$ cat config.mk
export PLATFORM = sky130hd
export DESIGN_NAME = hdlc_addr_screen
export DESIGN_NICKNAME = d
export VERILOG_FILES = /design/src/rtl/hdlc_scr_pkg.sv /design/src/rtl/hdlc_scr_rsync.sv /design/src/rtl/hdlc_scr_cmp.sv /design/src/rtl/hdlc_scr_ctrl.sv /design/src/rtl/hdlc_scr_oreg.sv /design/src/rtl/hdlc_addr_screen.sv
export SDC_FILE = /design/constraint.sdc
export NUM_CORES = 1
export LEC_CHECK = 0
export BUFFER_PORTS_ARGS = -buffer_cell sky130_fd_sc_hd__buf_2
export CORE_ASPECT_RATIO = 2
export CORE_MARGIN = 10
export CORE_UTILIZATION = 49
export DETAILED_ROUTE_END_ITERATION = 6
export GPL_TIMING_DRIVEN = 0
export HOLD_SLACK_MARGIN = 0.02
export PLACE_DENSITY = 0.81
export SYNTH_ARGS = -nofsm -noshare
export SYNTH_HDL_FRONTEND = slang
export SYNTH_HIERARCHICAL = 1
export SYNTH_SLANG_ARGS = --single-unit
$ cat constraint.sdc
create_clock -name clk -period 0.8 [get_ports clk]
set_clock_uncertainty 0.05 [all_clocks]
set_input_delay 0.24 -clock clk [delete_from_list [all_inputs] [get_ports clk]]
set_output_delay 0.24 -clock clk [all_outputs]
set_load 0.01 [all_outputs]
$ cat src/rtl/hdlc_scr_pkg.sv
package hdlc_scr_pkg;

  typedef enum logic [2:0] {
    M_RSV0   = 3'b000,
    M_RSV1   = 3'b001,
    M_ONEADR = 3'b010,
    M_TWOADR = 3'b011,
    M_TRANSP = 3'b100,
    M_TEI    = 3'b101,
    M_ALL    = 3'b110,
    M_SAPI   = 3'b111
  } scr_mode_e;

  // Byte position from which a screened frame is forwarded; 3 means never.
  function automatic logic [1:0] fwd_from(input scr_mode_e m);
    case (m)
      M_ALL:              fwd_from = 2'd0;
      M_SAPI, M_ONEADR:   fwd_from = 2'd1;
      M_TEI, M_TWOADR:    fwd_from = 2'd2;
      default:            fwd_from = 2'd3;
    endcase
  endfunction

endpackage

$ cat src/rtl/hdlc_scr_rsync.sv
module hdlc_scr_rsync (
  input  logic clk,
  input  logic rst_n,
  output logic rst_sync_n
);
  logic stage_q;

  always_ff @(posedge clk or negedge rst_n) begin
    if (!rst_n) begin
      stage_q    <= 1'b0;
      rst_sync_n <= 1'b0;
    end else begin
      stage_q    <= 1'b1;
      rst_sync_n <= stage_q;
    end
  end
endmodule

$ cat src/rtl/hdlc_scr_cmp.sv
// Matches a byte against NREF programmable values plus one fixed group
// value, after masking away the bits that MASK clears.
module hdlc_scr_cmp #(
  parameter int            W     = 8,
  parameter int            NREF  = 2,
  parameter logic [W-1:0]  MASK  = '1,
  parameter logic [W-1:0]  GROUP = '1
) (
  input  logic [W-1:0]      val,
  input  logic [NREF*W-1:0] refs,
  output logic              hit
);
  logic [NREF:0] match;

  for (genvar i = 0; i < NREF; i++) begin : g_ref
    assign match[i] = ((val ^ refs[i*W +: W]) & MASK) == '0;
  end

  assign match[NREF] = ((val ^ GROUP) & MASK) == '0;
  assign hit         = |match;
endmodule

$ cat src/rtl/hdlc_scr_ctrl.sv
// Frame tracker and forwarding decision. POS_W must be at least 2.
module hdlc_scr_ctrl
  import hdlc_scr_pkg::*;
#(
  parameter int BW    = 8,
  parameter int POS_W = 2
) (
  input  logic          clk,
  input  logic          rst_n,
  input  logic          in_valid,
  input  logic [BW-1:0] in_data,
  input  logic          in_sof,
  input  logic          in_eof,
  input  logic [2:0]    mode,
  input  logic          sapi_hit,
  input  logic          tei_hit,
  output logic          o_we,
  output logic [BW-1:0] o_data,
  output logic          o_last,
  output logic          o_drop
);
  localparam logic [POS_W-1:0] POS_MAX = '1;
  localparam logic [POS_W-1:0] POS_ONE = POS_W'(1);

  logic             open_q, open_d;
  scr_mode_e        mode_q, mode_d;
  logic [POS_W-1:0] pos_q, pos_d;
  logic             ok_q, ok_d;
  logic             st_en;

  scr_mode_e        mode_in, eff;
  logic             start, in_frm, transp, first, second, ok_n, wr;
  logic [POS_W-1:0] idx;

  always_comb begin
    mode_in = scr_mode_e'(mode);
    start   = in_valid && in_sof;
    eff     = start ? mode_in : mode_q;
    in_frm  = in_valid && (start ? (mode_in != M_TRANSP) : open_q);
    transp  = in_valid && !in_frm && (mode_in == M_TRANSP);
    idx     = start ? '0 : pos_q;
    first   = (idx == '0);
    second  = (idx == POS_ONE);

    case (eff)
      M_ALL:    ok_n = first ? 1'b1 : ok_q;
      M_SAPI:   ok_n = first ? sapi_hit : ok_q;
      M_ONEADR: ok_n = first ? tei_hit : ok_q;
      M_TEI:    ok_n = first ? 1'b1 : (second ? (ok_q && tei_hit) : ok_q);
      M_TWOADR: ok_n = first ? sapi_hit : (second ? (ok_q && tei_hit) : ok_q);
      default:  ok_n = 1'b0;
    endcase

    wr = in_frm && ok_n && (idx >= POS_W'(fwd_from(eff)));

    o_we   = wr || transp;
    o_data = in_data;
    o_last = wr && in_eof;
    o_drop = in_frm && in_eof && !wr;
  end

  // next-state
  always_comb begin
    st_en  = in_frm || start;
    open_d = open_q;
    mode_d = mode_q;
    pos_d  = pos_q;
    ok_d   = ok_q;
    if (in_frm) begin
      open_d = !in_eof;
      mode_d = eff;
      pos_d  = (idx == POS_MAX) ? POS_MAX : idx + POS_ONE;
      ok_d   = ok_n;
    end else if (start) begin
      open_d = 1'b0;
    end
  end

  always_ff @(posedge clk or negedge rst_n) begin
    if (!rst_n) begin
      open_q <= 1'b0;
      mode_q <= M_RSV0;
      pos_q  <= '0;
      ok_q   <= 1'b0;
    end else if (st_en) begin
      open_q <= open_d;
      mode_q <= mode_d;
      pos_q  <= pos_d;
      ok_q   <= ok_d;
    end
  end
endmodule

$ cat src/rtl/hdlc_scr_oreg.sv
module hdlc_scr_oreg #(
  parameter int BW = 8
) (
  input  logic          clk,
  input  logic          rst_n,
  input  logic          d_we,
  input  logic [BW-1:0] d_data,
  input  logic          d_last,
  input  logic          d_drop,
  output logic          q_we,
  output logic [BW-1:0] q_data,
  output logic          q_last,
  output logic          q_drop
);
  always_ff @(posedge clk or negedge rst_n) begin
    if (!rst_n) begin
      q_we   <= 1'b0;
      q_last <= 1'b0;
      q_drop <= 1'b0;
    end else begin
      q_we   <= d_we;
      q_last <= d_last;
      q_drop <= d_drop;
    end
  end

  always_ff @(posedge clk or negedge rst_n) begin
    if (!rst_n) begin
      q_data <= '0;
    end else if (d_we) begin
      q_data <= d_data;
    end
  end
endmodule

$ cat src/rtl/hdlc_addr_screen.sv
module hdlc_addr_screen #(
  parameter int            BW         = 8,
  parameter int            POS_W      = 2,
  parameter logic [BW-1:0] SAPI_MASK  = 8'hFC,
  parameter logic [BW-1:0] SAPI_GROUP = 8'hFC,
  parameter logic [BW-1:0] TEI_GROUP  = 8'hFF
) (
  input  logic          clk,
  input  logic          rst_n,
  input  logic [2:0]    mode_sel,
  input  logic [BW-1:0] sapi_own_a,
  input  logic [BW-1:0] sapi_own_b,
  input  logic [BW-1:0] tei_own_a,
  input  logic [BW-1:0] tei_own_b,
  input  logic          rx_valid,
  input  logic [BW-1:0] rx_byte,
  input  logic          rx_first,
  input  logic          rx_last,
  output logic          fifo_we,
  output logic [BW-1:0] fifo_byte,
  output logic          fifo_eof,
  output logic          frame_drop
);
  logic          rst_s_n;
  logic          sapi_hit, tei_hit;
  logic          c_we, c_last, c_drop;
  logic [BW-1:0] c_data;

  hdlc_scr_rsync u_rsync (
    .clk        (clk),
    .rst_n      (rst_n),
    .rst_sync_n (rst_s_n)
  );

  hdlc_scr_cmp #(.W(BW), .NREF(2), .MASK(SAPI_MASK), .GROUP(SAPI_GROUP)) u_sapi (
    .val  (rx_byte),
    .refs ({sapi_own_b, sapi_own_a}),
    .hit  (sapi_hit)
  );

  hdlc_scr_cmp #(.W(BW), .NREF(2), .MASK('1), .GROUP(TEI_GROUP)) u_tei (
    .val  (rx_byte),
    .refs ({tei_own_b, tei_own_a}),
    .hit  (tei_hit)
  );

  hdlc_scr_ctrl #(.BW(BW), .POS_W(POS_W)) u_ctrl (
    .clk      (clk),
    .rst_n    (rst_s_n),
    .in_valid (rx_valid),
    .in_data  (rx_byte),
    .in_sof   (rx_first),
    .in_eof   (rx_last),
    .mode     (mode_sel),
    .sapi_hit (sapi_hit),
    .tei_hit  (tei_hit),
    .o_we     (c_we),
    .o_data   (c_data),
    .o_last   (c_last),
    .o_drop   (c_drop)
  );

  hdlc_scr_oreg #(.BW(BW)) u_oreg (
    .clk    (clk),
    .rst_n  (rst_s_n),
    .d_we   (c_we),
    .d_data (c_data),
    .d_last (c_last),
    .d_drop (c_drop),
    .q_we   (fifo_we),
    .q_data (fifo_byte),
    .q_last (fifo_eof),
    .q_drop (frame_drop)
  );
endmodule

==> results of run 1 <==
==> worst max-delay path, stage by stage <==
cell      delay (ns)
buf_6           0.11
xor2_1          0.22
nor4_2          0.08
a21oi_1         0.24
o21ai_2         0.12
nor4_2          0.40
a221oi_2        0.09
o31ai_4         0.36
o21ai_2         0.12
buf_6           0.16
mux2_4          0.30
==> synth_stat cells (2+ instances only) <==
cell and count:
inv_1 5, xnor2_1 12, dfrtp_1 20, nand2_1 5, a21oi_1 8, nand4_1 6, mux2_4 9, nand2b_1 2
a211oi_1 2, nor2_1 8, mux2i_1 5, o21ai_0 3, xor2_1 18, nor4_1 6, a221oi_1 2, ha_1 2
buf_6 3, buf_4 8, nand3_1 4
==> cell families (layout without fill, tap and decap cells) <==
logic type | count (synthesis) | in the layout | share of synthesized area (%)
adder cells (fa/ha/maj) | 2 | 2 | 1.655
AO/OA/AOI/OAI | 23 | 23 | 11.67
flip-flops | 20 | 20 | 33.11
other | 1 | 1 | 0.2481
AND/OR/NAND/NOR | 39 | 39 | 14.82
multiplexers | 15 | 15 | 13.00
buffers and inverters | 18 | 98 | 8.112
XOR/XNOR | 30 | 30 | 17.38
==> routing by layer <==
| layer | vias up | GRT usage (%) | share of wire (%) |
|---|---|---|---|
| li1 | 670 | - | - |
| met1 | 732 | 15.11 | 33 |
| met2 | 92 | 30.17 | 54 |
| met3 | 34 | 5.656 | 7.0 |
| met4 | 0 | 11.90 | 6.1 |
| met5 | - | 0 | 0 |
==> flip-flops by register name, summed over array words and instances (netlist names) <==
register,cells
u_oreg/q_last,1
u_rsync/stage_q,1
u_ctrl/mode_q,3
u_oreg/q_we,1
u_ctrl/open_q,1
u_rsync/rst_sync_n,1
u_ctrl/ok_q,1
u_oreg/q_drop,1
u_oreg/q_data,8
u_ctrl/pos_q,2
==> path summary, 6_finish.rpt <==
kind,end,slack [ns],depth (start not counted)
setup / recovery,u_oreg/q_data[3],-1.56,11
hold / removal,u_ctrl/open_q,0.15,0
setup reg to reg,u_oreg/q_data[3],-1.47,10
hold reg to reg,u_ctrl/open_q,0.15,0
max in group asynchronous,u_ctrl/mode_q[0],0.24,0
min in group clk,u_oreg/q_last,0.17,3
==> area by class of cell <==
type                       instances  area [µm²]
buffer                            13       121.4
clock buffer                       4       55.05
fill                             173       638.1
inverter                           5       18.77
multi-input combinational        110        1087
sequential                        20       504.2
tap                               30       37.54
timing repair buffer              76       515.5
==> what timing repair did <==
| action | 4_1_cts | 5_1_grt |
|---|---|---|
| resized for setup | 27 | 21 |
| pin swaps | 13 | 10 |
| setup endpoints to repair | 47 | 29 |
| endpoints found under the hold margin | 2 | 0 |
| hold buffers | 1 | 0 |
| buffers inserted | 15 | 8 |
==> power breakdown <==
part           switching (mW)  total [mW]  internal (mW)
Clock                   0.349       0.788          0.439
Sequential              0.262        1.58           1.32
Combinational            1.29        2.90           1.61
==> flow_summary.yaml, run 1 <==
synthesis:
  yosysWarnings: 6
  syn_area_per_cell_um2: 10.21
  synth-seq-cells: 20
  synth_edf_count: 0
  ys_seq_area_share_pct: 33.11
  syn_nets: 198
  synthTopCellsByArea: "dfrtp_1 33%, xor2_1 10%, mux2_4 8.9%"
  synth_cells: 148
  async_flop_share_pct: 100.0
  synth_top_flop_cell: "dfrtp_1"
  synth_area_mm2: 0.001511
  synth_top_area_cell: "dfrtp_1"
  synth_cell_types: 39
  synth_top_area_share_pct: 33.11
floorplanning:
  fp-row-count: 28
  ios: 59
  core_area_mm2: 0.002978
  die-area_mm2: 0.005841
  die_w_um: 59.27
  die_h_um: 98.55
  initial_core_util_pct: 50.76
timing:
  setup_violations: 29
  min_period_ns: 2.358
  worst_slack_ns: -1.558
  finalCritPeriodShare_pct: 294.8
  slew_violations: 0
  holdWs_ns: 0.1455
  final_hold_viol_count: 0
  rsz0062_at_grt: "yes"
  finalSetupTns_ns: -22.74
  fmax_mhz: 424.0
worst_setup_path:
  r2r_start: "u_ctrl/mode_q[0]"
  path_max_fanout: 8
  worstSetupStartpointType: "primary input"
  cp.arrival_ns: 2.46
  cp.required_ns: 0.90
  end_kind: "flip-flop"
  critical_path_class: "in2reg"
  setup.worst_path.start: "rx_byte[6]"
pwr:
  p_leak_nw: 1.064
  totalPowerFinal_mw: 5.270
  max-vdd-ir-drop_v: 0.001517
  power_per_cell_area_mw_per_mm2: 2253
clock_tree:
  h-tree-depth: 1
  numClockSinks: 20
  cts_tree: "done"
  cts-root-buf: "clkbuf_8"
  clockBufferDepth: 2
  cts.reportedPaths.clkPinSlew_ns: 0.08
  clock_latency_ns: 0.27
  numCtsBuffers: 3
drt:
  vias: 1528
  via_per_inst: 5.922
  first_iter_violations: 29
  dr.pass1.iters: 4
  antenna_left: 0
  drcViolationCount: 0
  routedWlPerCell_um: 21.58
  wirelength_um: 5567
layout:
  n_antenna_cell: 0
  finalNonFillerCells: 258
  layout.nets: 279
  syn_to_final_growth_pct: 54.80
  layout_commonest_cell: "buf_2"
  mostFrequentLayoutCells: "40 x buf_2, 34 x buf_4, 17 x dfrtp_1"
  postLayoutCellArea_mm2: 0.002340
  final_layout_size_suffix_gt1_share_pct: 58.77
  utilization_pct: 78.57
placement:
  portBuffers: 52
  hpwl_um: 3547
  placed_area_mm2: 0.001864
  gp_congestion: 0.8093
  dp_slack_ns: -2.030
  dp.cells: 230
global_route:
  grt.overflow.total: 0
  grt_pass1_vias: 1726
  grt_max_degree: 19
  gr-usage-all-layers_pct: 17.10
  grt_pass1_wl_um: 7852
  grt_antenna_before_repair: 0
hold_path:
  min-delay-path-class: "reg2async"
outcome:
  violations: "setup timing"
  outcome: "finished, violations left"
job:
  drv_cap: 0
Power figures use the tool's default switching activity.
==> run 2, diff against run 1 <==
SYNTH_HIERARCHICAL = unset   (was 1)
==> run 2 against run 1 <==
The flow still finishes with violations (setup timing); via count grew 12%; die area rose by 1.5%; final cell count rose by 13%; total power decreased by 5.4%; critical endpoint is now u_oreg.q_data[5]; count of clock-buffer cells in the layout shrank 1; global-route usage is 0.56 points lower; core utilization decreased by 1.7 points; synthesized cell count up 28%.
==> flow_summary.yaml, run 2 <==
timing:
  worst_slack_ns: -1.548
  rsz0062_at_grt: "yes"
  slew_violations: 0
  finalCritPeriodShare_pct: 293.5
  min_period_ns: 2.348
  setup_violations: 29
  final_hold_viol_count: 0
  fmax_mhz: 425.8
synthesis:
  synth_edf_count: 0
  async_flop_share_pct: 100.0
  syn_area_per_cell_um2: 8.163
  synth_cell_types: 40
  yosys-top-cells-count: "30 x nand2_1, 24 x xor2_1, 20 x dfrtp_1"
  ys_seq_area_share_pct: 32.44
  synth_cells: 189
  synthTopCellsByArea: "dfrtp_1 32%, xor2_1 14%, nand2_1 7.3%"
  synth_top_area_cell: "dfrtp_1"
  yosysWarnings: 0
  yosysMostFrequentCell: "nand2_1"
  synth-seq-cells: 20
  synth_area_mm2: 0.001543
  synth_top_area_share_pct: 32.44
  synth_top_flop_cell: "dfrtp_1"
  syn_nets: 239
worst_setup_path:
  cpMostUsedCell: "o21ai_1"
  path_delay_family: "compound AO/OA/AOI/OAI gates"
  crit_buf_inv: 2
  path_max_fanout: 5
  critical_path_class: "reg2reg"
  crit_chain: "a21bo_4, and2_4, o21ai_4, o21ai_1, ha_1, nand2b_4, a21o_1, and3_4, buf_6, buf_4, o21ai_2, a31oi_2, o21ai_1"
  cpMaxStageDelayCell: "dfrtp_1"
  cp.arrival_ns: 2.49
  critical_path.max_stage_delay_ns: 0.38
  worstSetupStartpointType: "flip-flop"
  cp.required_ns: 0.94
  end_kind: "flip-flop"
pwr:
  p_leak_nw: 1.042
  max-vdd-ir-drop_v: 0.001658
  power_per_cell_area_mw_per_mm2: 2180
layout:
  n_antenna_cell: 0
  largest_reg_flops: 8
  final_layout_size_suffix_gt1_share_pct: 44.06
  top_register: "u_oreg.q_data"
  fill_cells: 215
  layout_commonest_cell: "buf_2"
  layout.nets: 312
  postLayoutCellArea_mm2: 0.002288
  syn_to_final_growth_pct: 48.34
  mostFrequentLayoutCells: "54 x buf_2, 29 x nand2_1, 24 x xor2_1"
  top_regs: "u_oreg.q_data x8, u_ctrl.mode_q x3, u_ctrl.pos_q x2"
  finalNonFillerCells: 291
drt:
  antenna_left: 0
  first_iter_violations: 49
  via_per_inst: 5.876
  routedWlPerCell_um: 18.37
  vias: 1710
  dr.pass1.iters: 4
  wirelength_um: 5347
  drcViolationCount: 0
floorplanning:
  initial_core_util_pct: 51.81
  ios: 59
  core_area_mm2: 0.002978
  die-area_mm2: 0.005929
  die_w_um: 59.68
  die_h_um: 99.35
  fp-row-count: 28
clock_tree:
  cts.reportedPaths.clkPinSlew_ns: 0.07
  cts_tree: "done"
  cts-root-buf: "clkbuf_8"
  numClockSinks: 20
  numCtsBuffers: 3
  clockBufferDepth: 2
  h-tree-depth: 1
  clock_latency_ns: 0.26
global_route:
  busiest_layer: "met2"
  grt_pass1_wl_um: 7893
  met3_usage_pct: 2.930
  met1_usage_pct: 14.31
  met2_usage_pct: 31.93
  grt_max_degree: 19
  gr-usage-all-layers_pct: 16.55
  grt_pass1_vias: 1674
  grt_antenna_before_repair: 0
  grt.overflow.total: 0
hold_path:
  min-delay-path-class: "reg2async"
placement:
  dp.cells: 267
  portBuffers: 48
  gp_congestion: 0.8905
  placed_area_mm2: 0.001889
  hpwl_um: 3629
job:
  drv_cap: 0
outcome:
  outcome: "finished, violations left"
  violations: "setup timing"
-- run 2: cell count changes in the layout (fill, tap and decap cells not counted), sizes merged, moves of 6 or more --
| cell | change |
|---|---|
| buf | -8 |
| mux2 | -9 |
| xor2 | +6 |
| o21ai | +16 |
| a31oi | +10 |
| xnor2 | -7 |
| nand2 | +24 |
-- run 2: where the power goes --
group | leakage [nW] | switching (mW) | internal [mW] | total [mW]
Combinational | 0.792 | 1.21 | 1.32 | 2.53
Sequential | 0.214 | 0.235 | 1.23 | 1.46
Clock | 0.0357 | 0.331 | 0.667 | 0.998
-- run 2: cells by family (layout without fill, tap and decap cells) --
| group | Yosys count | in the layout | share of synthesized area [%] |
|---|---|---|---|
| adders and majority gates | 2 | 2 | 1.622 |
| xor gates and xnor gates | 29 | 29 | 16.46 |
| muxes | 4 | 4 | 2.676 |
| other | 1 | 1 | 0.2431 |
| buffers and inverters | 21 | 93 | 6.812 |
| and+or+nand+nor | 62 | 62 | 19.71 |
| AOI/OAI and AO/OA | 50 | 50 | 20.03 |
| DFF | 20 | 20 | 32.44 |
-- run 2: path summary, 6_finish.rpt --
check | cells after the start | endpoint | slack (ns) | from
hold reg to reg | 0 | u_oreg.q_we | 0.15 | u_rsync.rst_sync_n
min in group clk | 2 | u_oreg.q_drop | 0.18 | rx_last
hold / removal | 0 | u_oreg.q_we | 0.15 | u_rsync.rst_sync_n
setup reg to reg | 13 | u_oreg.q_data[5] | -1.55 | u_ctrl.mode_q[0]
max in group asynchronous | 0 | u_ctrl.pos_q[0] | 0.24 | u_rsync.rst_sync_n
setup / recovery | 13 | u_oreg.q_data[5] | -1.55 | u_ctrl.mode_q[0]
-- run 2: layout make-up --
class	instances	area (µm²)	area share (%)
clock buffer	3	41.29	1.804
sequential	20	504.2	22.03
clock inverter	1	30.03	1.312
buffer	15	133.9	5.850
multi-input combinational	148	1104	48.22
tap	30	37.54	1.640
timing repair buffer	68	415.4	18.15
inverter	6	22.52	0.9841
-- run 2: layer usage --
metal,vias up,wire length [µm]
li1,804,-
met1,830,1669
met2,54,3101
met3,22,281
met4,0,294
met5,-,0
-- run 2: repair_timing --
action	4_1_cts	5_1_grt
pin swaps	5	5
buffers inserted	11	4
hold endpoints to repair	2	0
setup endpoints to repair	47	29
gates cloned	3	2
hold buffers	1	0
gates resized for setup	20	22
-- run 2: through the flow --
stage | setup WS [ns] | total power, mW | utilization [%] | hold slack, ns | setup TNS, ns
after detailed placement | -1.734 | 3.138 | 63.45 | -0.02385 | -24.17
after CTS | -1.526 | 4.595 | 72.48 | 0.1590 | -23.02
after floorplan | -1.385 | 2.611 | - | -0.1056 | -17.76
after global routing | -1.659 | 5.248 | 76.85 | 0.1816 | -25.58
after global placement | -1.708 | 3.087 | 63.45 | -0.02600 | -23.61
final | -1.548 | 4.988 | 76.85 | 0.1472 | -23.47
